**src/rtl/ocu_pkg.sv**
```systemverilog
package ocu_pkg;

  typedef enum logic [2:0] {
    MODE_OFF     = 3'b000,
    MODE_ONE_HI  = 3'b001,
    MODE_ONE_LO  = 3'b010,
    MODE_TOGGLE  = 3'b011,
    MODE_DELAY   = 3'b100,
    MODE_PULSE   = 3'b101,
    MODE_PWM     = 3'b110,
    MODE_PWM_FLT = 3'b111
  } modeT;

  // compare results from datapath to control
  typedef struct packed {
    logic priHit;
    logic secHit;
    logic dutyHit;
    logic priNonZero;
    logic secNonZero;
    logic faultFall;
  } hitT;

  // strobes from control to datapath
  typedef struct packed {
    logic loadDutyPri;
    logic loadDutySec;
  } strobeT;

endpackage

```
**src/rtl/ocu_dpath.sv**
```systemverilog
module ocu_dpath
  import ocu_pkg::*;
#(
  parameter int TMR_W = 16
) (
  input  logic             clk,
  input  logic             rst,
  input  logic [TMR_W-1:0] tmrCount,
  input  logic [TMR_W-1:0] cmpPri,
  input  logic [TMR_W-1:0] cmpSec,
  input  logic             faultN,
  input  strobeT           strobes,
  output hitT              hits
);

  localparam logic [TMR_W-1:0] ZERO = '0;

  logic [TMR_W-1:0] dutyQ;
  logic             faultQ;

  always_ff @(posedge clk) begin
    if (rst) begin
      dutyQ  <= ZERO;
      faultQ <= 1'b1;
    end else begin
      faultQ <= faultN;
      if (strobes.loadDutyPri)      dutyQ <= cmpPri;
      else if (strobes.loadDutySec) dutyQ <= cmpSec;
    end
  end

  always_comb begin
    hits.priHit     = (tmrCount == cmpPri);
    hits.secHit     = (tmrCount == cmpSec);
    hits.dutyHit    = (tmrCount == dutyQ);
    hits.priNonZero = (cmpPri != ZERO);
    hits.secNonZero = (cmpSec != ZERO);
    hits.faultFall  = faultQ & ~faultN;
  end

endmodule

```
**src/rtl/ocu_ctrl.sv**
```systemverilog
module ocu_ctrl
  import ocu_pkg::*;
(
  input  logic       clk,
  input  logic       rst,
  input  logic [2:0] modeSel,
  input  logic       periodHit,
  input  hitT        hits,
  output strobeT     strobes,
  output logic [2:0] modeCur,
  output logic       pinOut,
  output logic       pinDriven,
  output logic       irqPulse,
  output logic       faultLatched
);

  modeT modeQ, modeIn;
  logic pinQ, pinNext;
  logic doneQ, doneNext;
  logic latQ, latNext;
  logic irqQ, irqNext;
  logic entry;

  assign modeIn = modeT'(modeSel);
  assign entry  = (modeIn != modeQ);

  always_comb begin
    pinNext = pinQ;
    doneNext = doneQ;
    latNext = latQ;
    irqNext = 1'b0;
    strobes = '0;
    if (entry) begin
      doneNext = 1'b0;
      latNext  = 1'b0;
      case (modeIn)
        MODE_ONE_HI, MODE_DELAY, MODE_PULSE: pinNext = 1'b0;
        MODE_ONE_LO:                         pinNext = 1'b1;
        MODE_PWM, MODE_PWM_FLT: begin
          pinNext = hits.priNonZero;
          strobes.loadDutyPri = 1'b1;
        end
        default: pinNext = pinQ;
      endcase
    end else begin
      case (modeQ)
        MODE_ONE_HI, MODE_ONE_LO: begin
          if (!doneQ && hits.priHit) begin
            pinNext  = (modeQ == MODE_ONE_HI);
            irqNext  = 1'b1;
            doneNext = 1'b1;
          end
        end
        MODE_TOGGLE: begin
          if (hits.priHit) begin
            pinNext = ~pinQ;
            irqNext = 1'b1;
          end
        end
        MODE_DELAY, MODE_PULSE: begin
          if (!doneQ) begin
            if (!pinQ && hits.priHit) begin
              pinNext = 1'b1;
            end else if (pinQ && hits.secHit) begin
              pinNext = 1'b0;
              irqNext = 1'b1;
              doneNext = (modeQ == MODE_DELAY);
            end
          end
        end
        MODE_PWM, MODE_PWM_FLT: begin
          if (modeQ == MODE_PWM_FLT && (latQ || hits.faultFall)) begin
            pinNext = 1'b0;
            if (!latQ) begin
              irqNext = 1'b1;
              latNext = 1'b1;
            end
          end else if (periodHit) begin
            strobes.loadDutySec = 1'b1;
            pinNext = hits.secNonZero;
          end else if (hits.dutyHit) begin
            pinNext = 1'b0;
          end
        end
        default: pinNext = pinQ;
      endcase
    end
  end

  always_ff @(posedge clk) begin
    if (rst) begin
      modeQ <= MODE_OFF;
      pinQ  <= 1'b0;
      doneQ <= 1'b0;
      latQ  <= 1'b0;
      irqQ  <= 1'b0;
    end else begin
      modeQ <= modeIn;
      pinQ  <= pinNext;
      doneQ <= doneNext;
      latQ  <= latNext;
      irqQ  <= irqNext;
    end
  end

  assign modeCur      = modeQ;
  assign pinOut       = pinQ;
  assign pinDriven    = (modeQ != MODE_OFF);
  assign irqPulse     = irqQ;
  assign faultLatched = latQ;

endmodule

```
**src/rtl/ocu_top.sv**
```systemverilog
module ocu_top
  import ocu_pkg::*;
#(
  parameter int TMR_W = 16
) (
  input  logic             clk,
  input  logic             rst,
  input  logic [TMR_W-1:0] tmrCount,
  input  logic             periodHit,
  input  logic [2:0]       modeSel,
  input  logic [TMR_W-1:0] cmpPri,
  input  logic [TMR_W-1:0] cmpSec,
  input  logic             faultN,
  output logic             pinOut,
  output logic             pinDriven,
  output logic             irqPulse,
  output logic             faultLatched
);

  hitT        hitBus;
  strobeT     strobeBus;
  logic [2:0] modeCur;

  ocu_dpath #(.TMR_W(TMR_W)) i_dpath (
    .clk      (clk),
    .rst      (rst),
    .tmrCount (tmrCount),
    .cmpPri   (cmpPri),
    .cmpSec   (cmpSec),
    .faultN   (faultN),
    .strobes  (strobeBus),
    .hits     (hitBus)
  );

  ocu_ctrl i_ctrl (
    .clk          (clk),
    .rst          (rst),
    .modeSel      (modeSel),
    .periodHit    (periodHit),
    .hits         (hitBus),
    .strobes      (strobeBus),
    .modeCur      (modeCur),
    .pinOut       (pinOut),
    .pinDriven    (pinDriven),
    .irqPulse     (irqPulse),
    .faultLatched (faultLatched)
  );

endmodule

```
**config.mk**
```make
export PLATFORM = sky130hd
export DESIGN_NAME = ocu_top
export DESIGN_NICKNAME = d
export VERILOG_FILES = /design/src/rtl/ocu_pkg.sv /design/src/rtl/ocu_dpath.sv /design/src/rtl/ocu_ctrl.sv /design/src/rtl/ocu_top.sv
export SDC_FILE = /design/constraint.sdc
export NUM_CORES = 1
export LEC_CHECK = 0
export CORE_ASPECT_RATIO = 0.5
export CORE_MARGIN = 10
export CORE_UTILIZATION = 60
export DETAILED_ROUTE_END_ITERATION = 7
export DONT_BUFFER_PORTS = 1
export PLACE_DENSITY = 0.76
export SETUP_SLACK_MARGIN = 0.3
export SYNTH_ARGS = -nofsm -noshare
export SYNTH_HDL_FRONTEND = slang
export SYNTH_HIERARCHICAL = 1
export SYNTH_SLANG_ARGS = --single-unit
```
**constraint.sdc**
```tcl
create_clock -name clk -period 2.2 [get_ports clk]
set_input_delay 0.22 -clock clk [delete_from_list [all_inputs] [get_ports clk]]
set_output_delay 0.22 -clock clk [all_outputs]
set_load 0.01 [all_outputs]
```
# Yosys cells after proc, flatten, opt, wreduce, memory -nomap -nowiden

Index checks and enable logic that the tools add are counted.

Flip-flop bits (word level): 24
Input bits: 55
Output and inout bits: 4
Word-level logic and storage cells: 88

Reductions and logical operators: 22
Muxes and demuxes: 32
Bitwise operators: 3
Eq/ne operators: 24

Operators with widths:

| operator                                       | number |
|---|---|
| == test 16 bit                                 | 3 |
| two-way mux 16 bit                             | 2 |
| nonzero test 16 bit                            | 2 |
| two-way mux 1 bit                              | 26 |
| == test 3 bit (second input constant)          | 8 |
| OR reduction 2 bit                             | 5 |
| == test 3 x 2 -> 1 bit (second input constant) | 3 |
| case mux 1 bit (4 select lines)                | 2 |
| AND reduction 7 bit                            | 1 |
| == test 3 x 1 -> 1 bit (second input constant) | 2 |
| != test 3 x 1 -> 1 bit (second input constant) | 2 |
| != test 5 x 3 -> 1 bit (second input constant) | 1 |
| nonzero test 5 bit                             | 1 |
| logical AND 1 bit                              | 4 |
| != test 4 x 1 -> 1 bit (second input constant) | 1 |
| != test 4 bit (second input constant)          | 1 |
| AND reduction 2 bit                            | 2 |
| nonzero test 2 bit                             | 2 |
| != test 3 bit                                  | 1 |
| != test 3 bit (second input constant)          | 1 |
| case mux 1 bit (3 select lines)                | 1 |
| nonzero test 3 bit                             | 1 |
| OR reduction 3 bit                             | 1 |
| logical NOT 1 bit                              | 2 |
| 5 further kinds                                | 6 |

# Longest topological paths before layout

Depth after elaboration: 9
Gate-level depth with buffers: 9
Gate-level depth less buffers: 8

# Hierarchy

The synthesis kept the hierarchy.

By module, submodules not included:

| module    | cells each | area an instance (sq um) | times used | sequential area each (sq um) |
|---|---|---|---|---|
| ocu_dpath | 146        | 1,418.9                  | 1          | 340.3 |
| ocu_ctrl  | 67         | 515.5                    | 1          | 140.1 |

# Worst setup path before layout

No wires, ideal clock.

Path kind: reg-to-reg
Start point: register i_ctrl.modeQ[0] (netlist: i_ctrl/modeCur[0])
End point: register i_dpath.dutyQ[0]
Slack: 0.223 ns
Library setup time: 0.128 ns
Data arrival time: 1.850 ns
Stages on the path, launching flop included: 10
Period minus slack after synthesis: 1.977 ns
Required time: 2.072 ns
Path buffers: 3
Cells stage by stage: dfxtp_1 buf_6 xor2_1 or3b_4 nor2_1 buf_6 buf_12 mux2_4 mux2i_1 nor2_1

RTL lines:

| item                   | RTL line        | RTL |
|---|---|---|
| from (decl)            | ocu_ctrl.sv:17  | `modeT modeQ, modeIn;` |
| from (signal assigned) | ocu_ctrl.sv:98  | `modeQ <= modeIn;` |
| to (signal assigned)   | ocu_dpath.sv:27 | `if (strobes.loadDutyPri) dutyQ <= cmpPri;` |
| to (signal assigned)   | ocu_dpath.sv:28 | `else if (strobes.loadDutySec) dutyQ <= cmpSec;` |
| to (decl)              | ocu_dpath.sv:18 | `logic [TMR_W-1:0] dutyQ;` |

==> results.cfg <==
[setup_path]
worstPathMaxFanout = 8
critical_path_class = flop to flop
endpoint_kind = flop
startpoint_type = flop
worstPathArrival_ns = 2.08
r2r.worst_path.cells = 7
crit_required_ns = 2.37

[synthesis]
ys_ff_latch = 24
synth_top_family_by_area = XOR/XNOR gates
ys_types = 40
synth_edf_count = 0
synth_fa_ha_area_frac = 0
yosysWarningCount = 6
syn_area_sq_um = 1930
synth_xor_area_frac = 0.240
synthArstFlopShare = 0
syn_inst = 213
ys.flop_type = dfxtp_1
synthesis.nets = 268
avgSynthCellArea_sq_um = 9.08
yosysSeqAreaShare = 0.248
synthSimpleGateAreaFrac = 0.196
synth_compound_area_frac = 0.0763
synth.mux.area_fraction = 0.195

[floorplan]
start_util = 0.635
die_h_microns = 60.2
io_pins = 59
core-area_sq_um = 3050
dieArea_sq_um = 6030
die_w_microns = 100
rows = 14

[global_route]
grtUsageTotal = 0.173
grt_pass1_vias = 1622
grt_max_degree = 22
grt-ovfl-total = 0
grt_pass1_wl_mm = 8.29
antenna_found_initial = 0

[finish]
stdcell_count = 258
final_cell_mix = xnor2_1 (49), nor2_1 (20), dfxtp_1 (18)
diodes = 0
final_common_cell = xnor2_1
nets = 274
synthToLayoutAreaGrowth_pct = 10.4
drive_gt1_frac = 0.206
fillCellCount = 251
seq_area_sq_um = 488
post-route-util = 0.701
multiInputGateArea_sq_um = 1410

[timing]
min_period_ns = 1.90
clock_skew_ns = 0.00320
finalCritPeriodShare = 0.866
rsz0062_at_grt = yes
slew_violations = 0
fmax_mhz = 525
finalHoldViolations = 0
worstMarginPinSlew_ns = 0.546
setup_viol = 0
tns_ns = 0
slew_headroom = 0.636

[route]
wirelength_mm = 5.31
wire_per_inst_microns = 20.6
drc = 0
drtIter0Drc = 77
ant_nets = 0
vias = 1573
vias_per_cell = 6.10
firstDrtPassIters = 4

[placement]
hpwlAfterDp_mm = 3.95
place.gp.congestion = 0.883
port_buffers = 0
dp_cells = 248

[cts]
root_buffer = clkbuf_8
cts_sinks = 24
clkSlewWorstSetupHoldPaths_ns = 0.09
cts_buffer_depth = 2
cts_tree = done
cts_buffers = 3
ctsHtreeMaxLevel = 1
insertion_delay_ns = 0.27

[power]
ir_drop_mv = 0.257
power.density_nw_per_um2 = 477
power_leakage_uw = 0.000700
finalPower_uw = 1020

[job]
maxCapViolations = 0

[status]
status = complete, no violations

[hold_path]
hp-class = primary input to flop
hold_depth = 1
## state kept, by name, summed over array words and instances (netlist names)
signal,count
i_ctrl/faultLatched,1
i_ctrl/doneQ,1
i_ctrl/irqPulse,1
i_ctrl/modeCur,3
i_ctrl/pinOut,1
i_dpath/dutyQ,16
i_dpath/faultQ,1
## critical path, cell delays in order (launching register included)
cell     delay [ns]
dfxtp_2        0.34
xnor2_2        0.15
or3b_4         0.43
nor2_4         0.18
buf_12         0.16
mux2_4         0.30
mux2i_1        0.17
nor2_1         0.07
## cells in the mapped netlist (all sizes together), types with 2 or more instances
cell type | instances | share of area
xnor2 | 50 | 0.23
dfxtp | 24 | 0.25
nor2 | 21 | 0.041
mux2 | 16 | 0.11
mux2i | 16 | 0.083
nand4 | 15 | 0.049
nor4 | 11 | 0.036
nand2 | 6 | 0.012
nor2b | 6 | 0.019
buf | 5 | 0.028
clkbuf | 5 | 0.0097
o21ai | 4 | 0.010
a211oi | 3 | 0.014
a21oi | 3 | 0.0078
inv | 3 | 0.0058
xor2 | 3 | 0.014
and3 | 2 | 0.0065
nand3 | 2 | 0.0052
o31a | 2 | 0.0091
or2 | 2 | 0.0065
## metrics by stage
step / cell area [sq um] / setup slack (ns) / hold WS [ns]
2_1_floorplan: 1940 / 0.309 / 0.285
3_3_place_gp: 1960 / 0.217 / 0.288
3_5_place_dp: 1960 / 0.177 / 0.289
4_1_cts: 2100 / 0.278 / 0.000913
5_1_grt: 2140 / 0.240 / -0.0137
6_report: 2140 / 0.295 / 0.00216
## cells by family (layout without fill, tap and decap cells)
kind of cell,count (synthesis),after routing
AND/OR/NAND/NOR,71,71
XOR/XNOR,53,53
multiplexers,32,32
flip-flops,24,24
AO/OA/AOI/OAI,20,20
buffers and inverters,13,18
## layer usage
| layer | vias up | track usage | routed length [microns] |
|---|---|---|---|
| met5 | - | 0 | 0 |
| met3 | 4 | 0.0932 | 566 |
| met1 | 763 | 0.196 | 2220 |
| li1 | 763 | - | - |
| met2 | 43 | 0.288 | 2500 |
| met4 | 0 | 0.0320 | 24 |
## path summary, 6_finish.rpt
kind | endpoint | from | slack [ns]
max reg2reg | i_dpath/dutyQ[1] | i_ctrl/modeCur[1] | 0.30
min | i_dpath/dutyQ[15] | rst | 0.002
min reg2reg | i_ctrl/faultLatched | i_ctrl/faultLatched | 0.54
max | i_dpath/dutyQ[1] | i_ctrl/modeCur[1] | 0.30
## power breakdown
group	total [uW]	switching (uW)	internal [uW]
logic	236	93.7	142
registers	475	18.1	457
clock network	309	148	160
## layout make-up
cell class,instances,area share
clock buffers,4,0.0258
inverters,3,0.00527
multi-input cells,176,0.662
well taps,40,0.0234
repair buffers,11,0.0551
flip-flops and latches,24,0.228
## timing repair
item,CTS,global route
hold buffers,1,1
setup endpoints to repair,17,17
hold endpoints to repair,3,12
gates resized for setup,10,8
pin swaps,3,20
setup buffers,2,1
gates cloned,1,0
No activity file was read; power rests on OpenSTA's default activity.
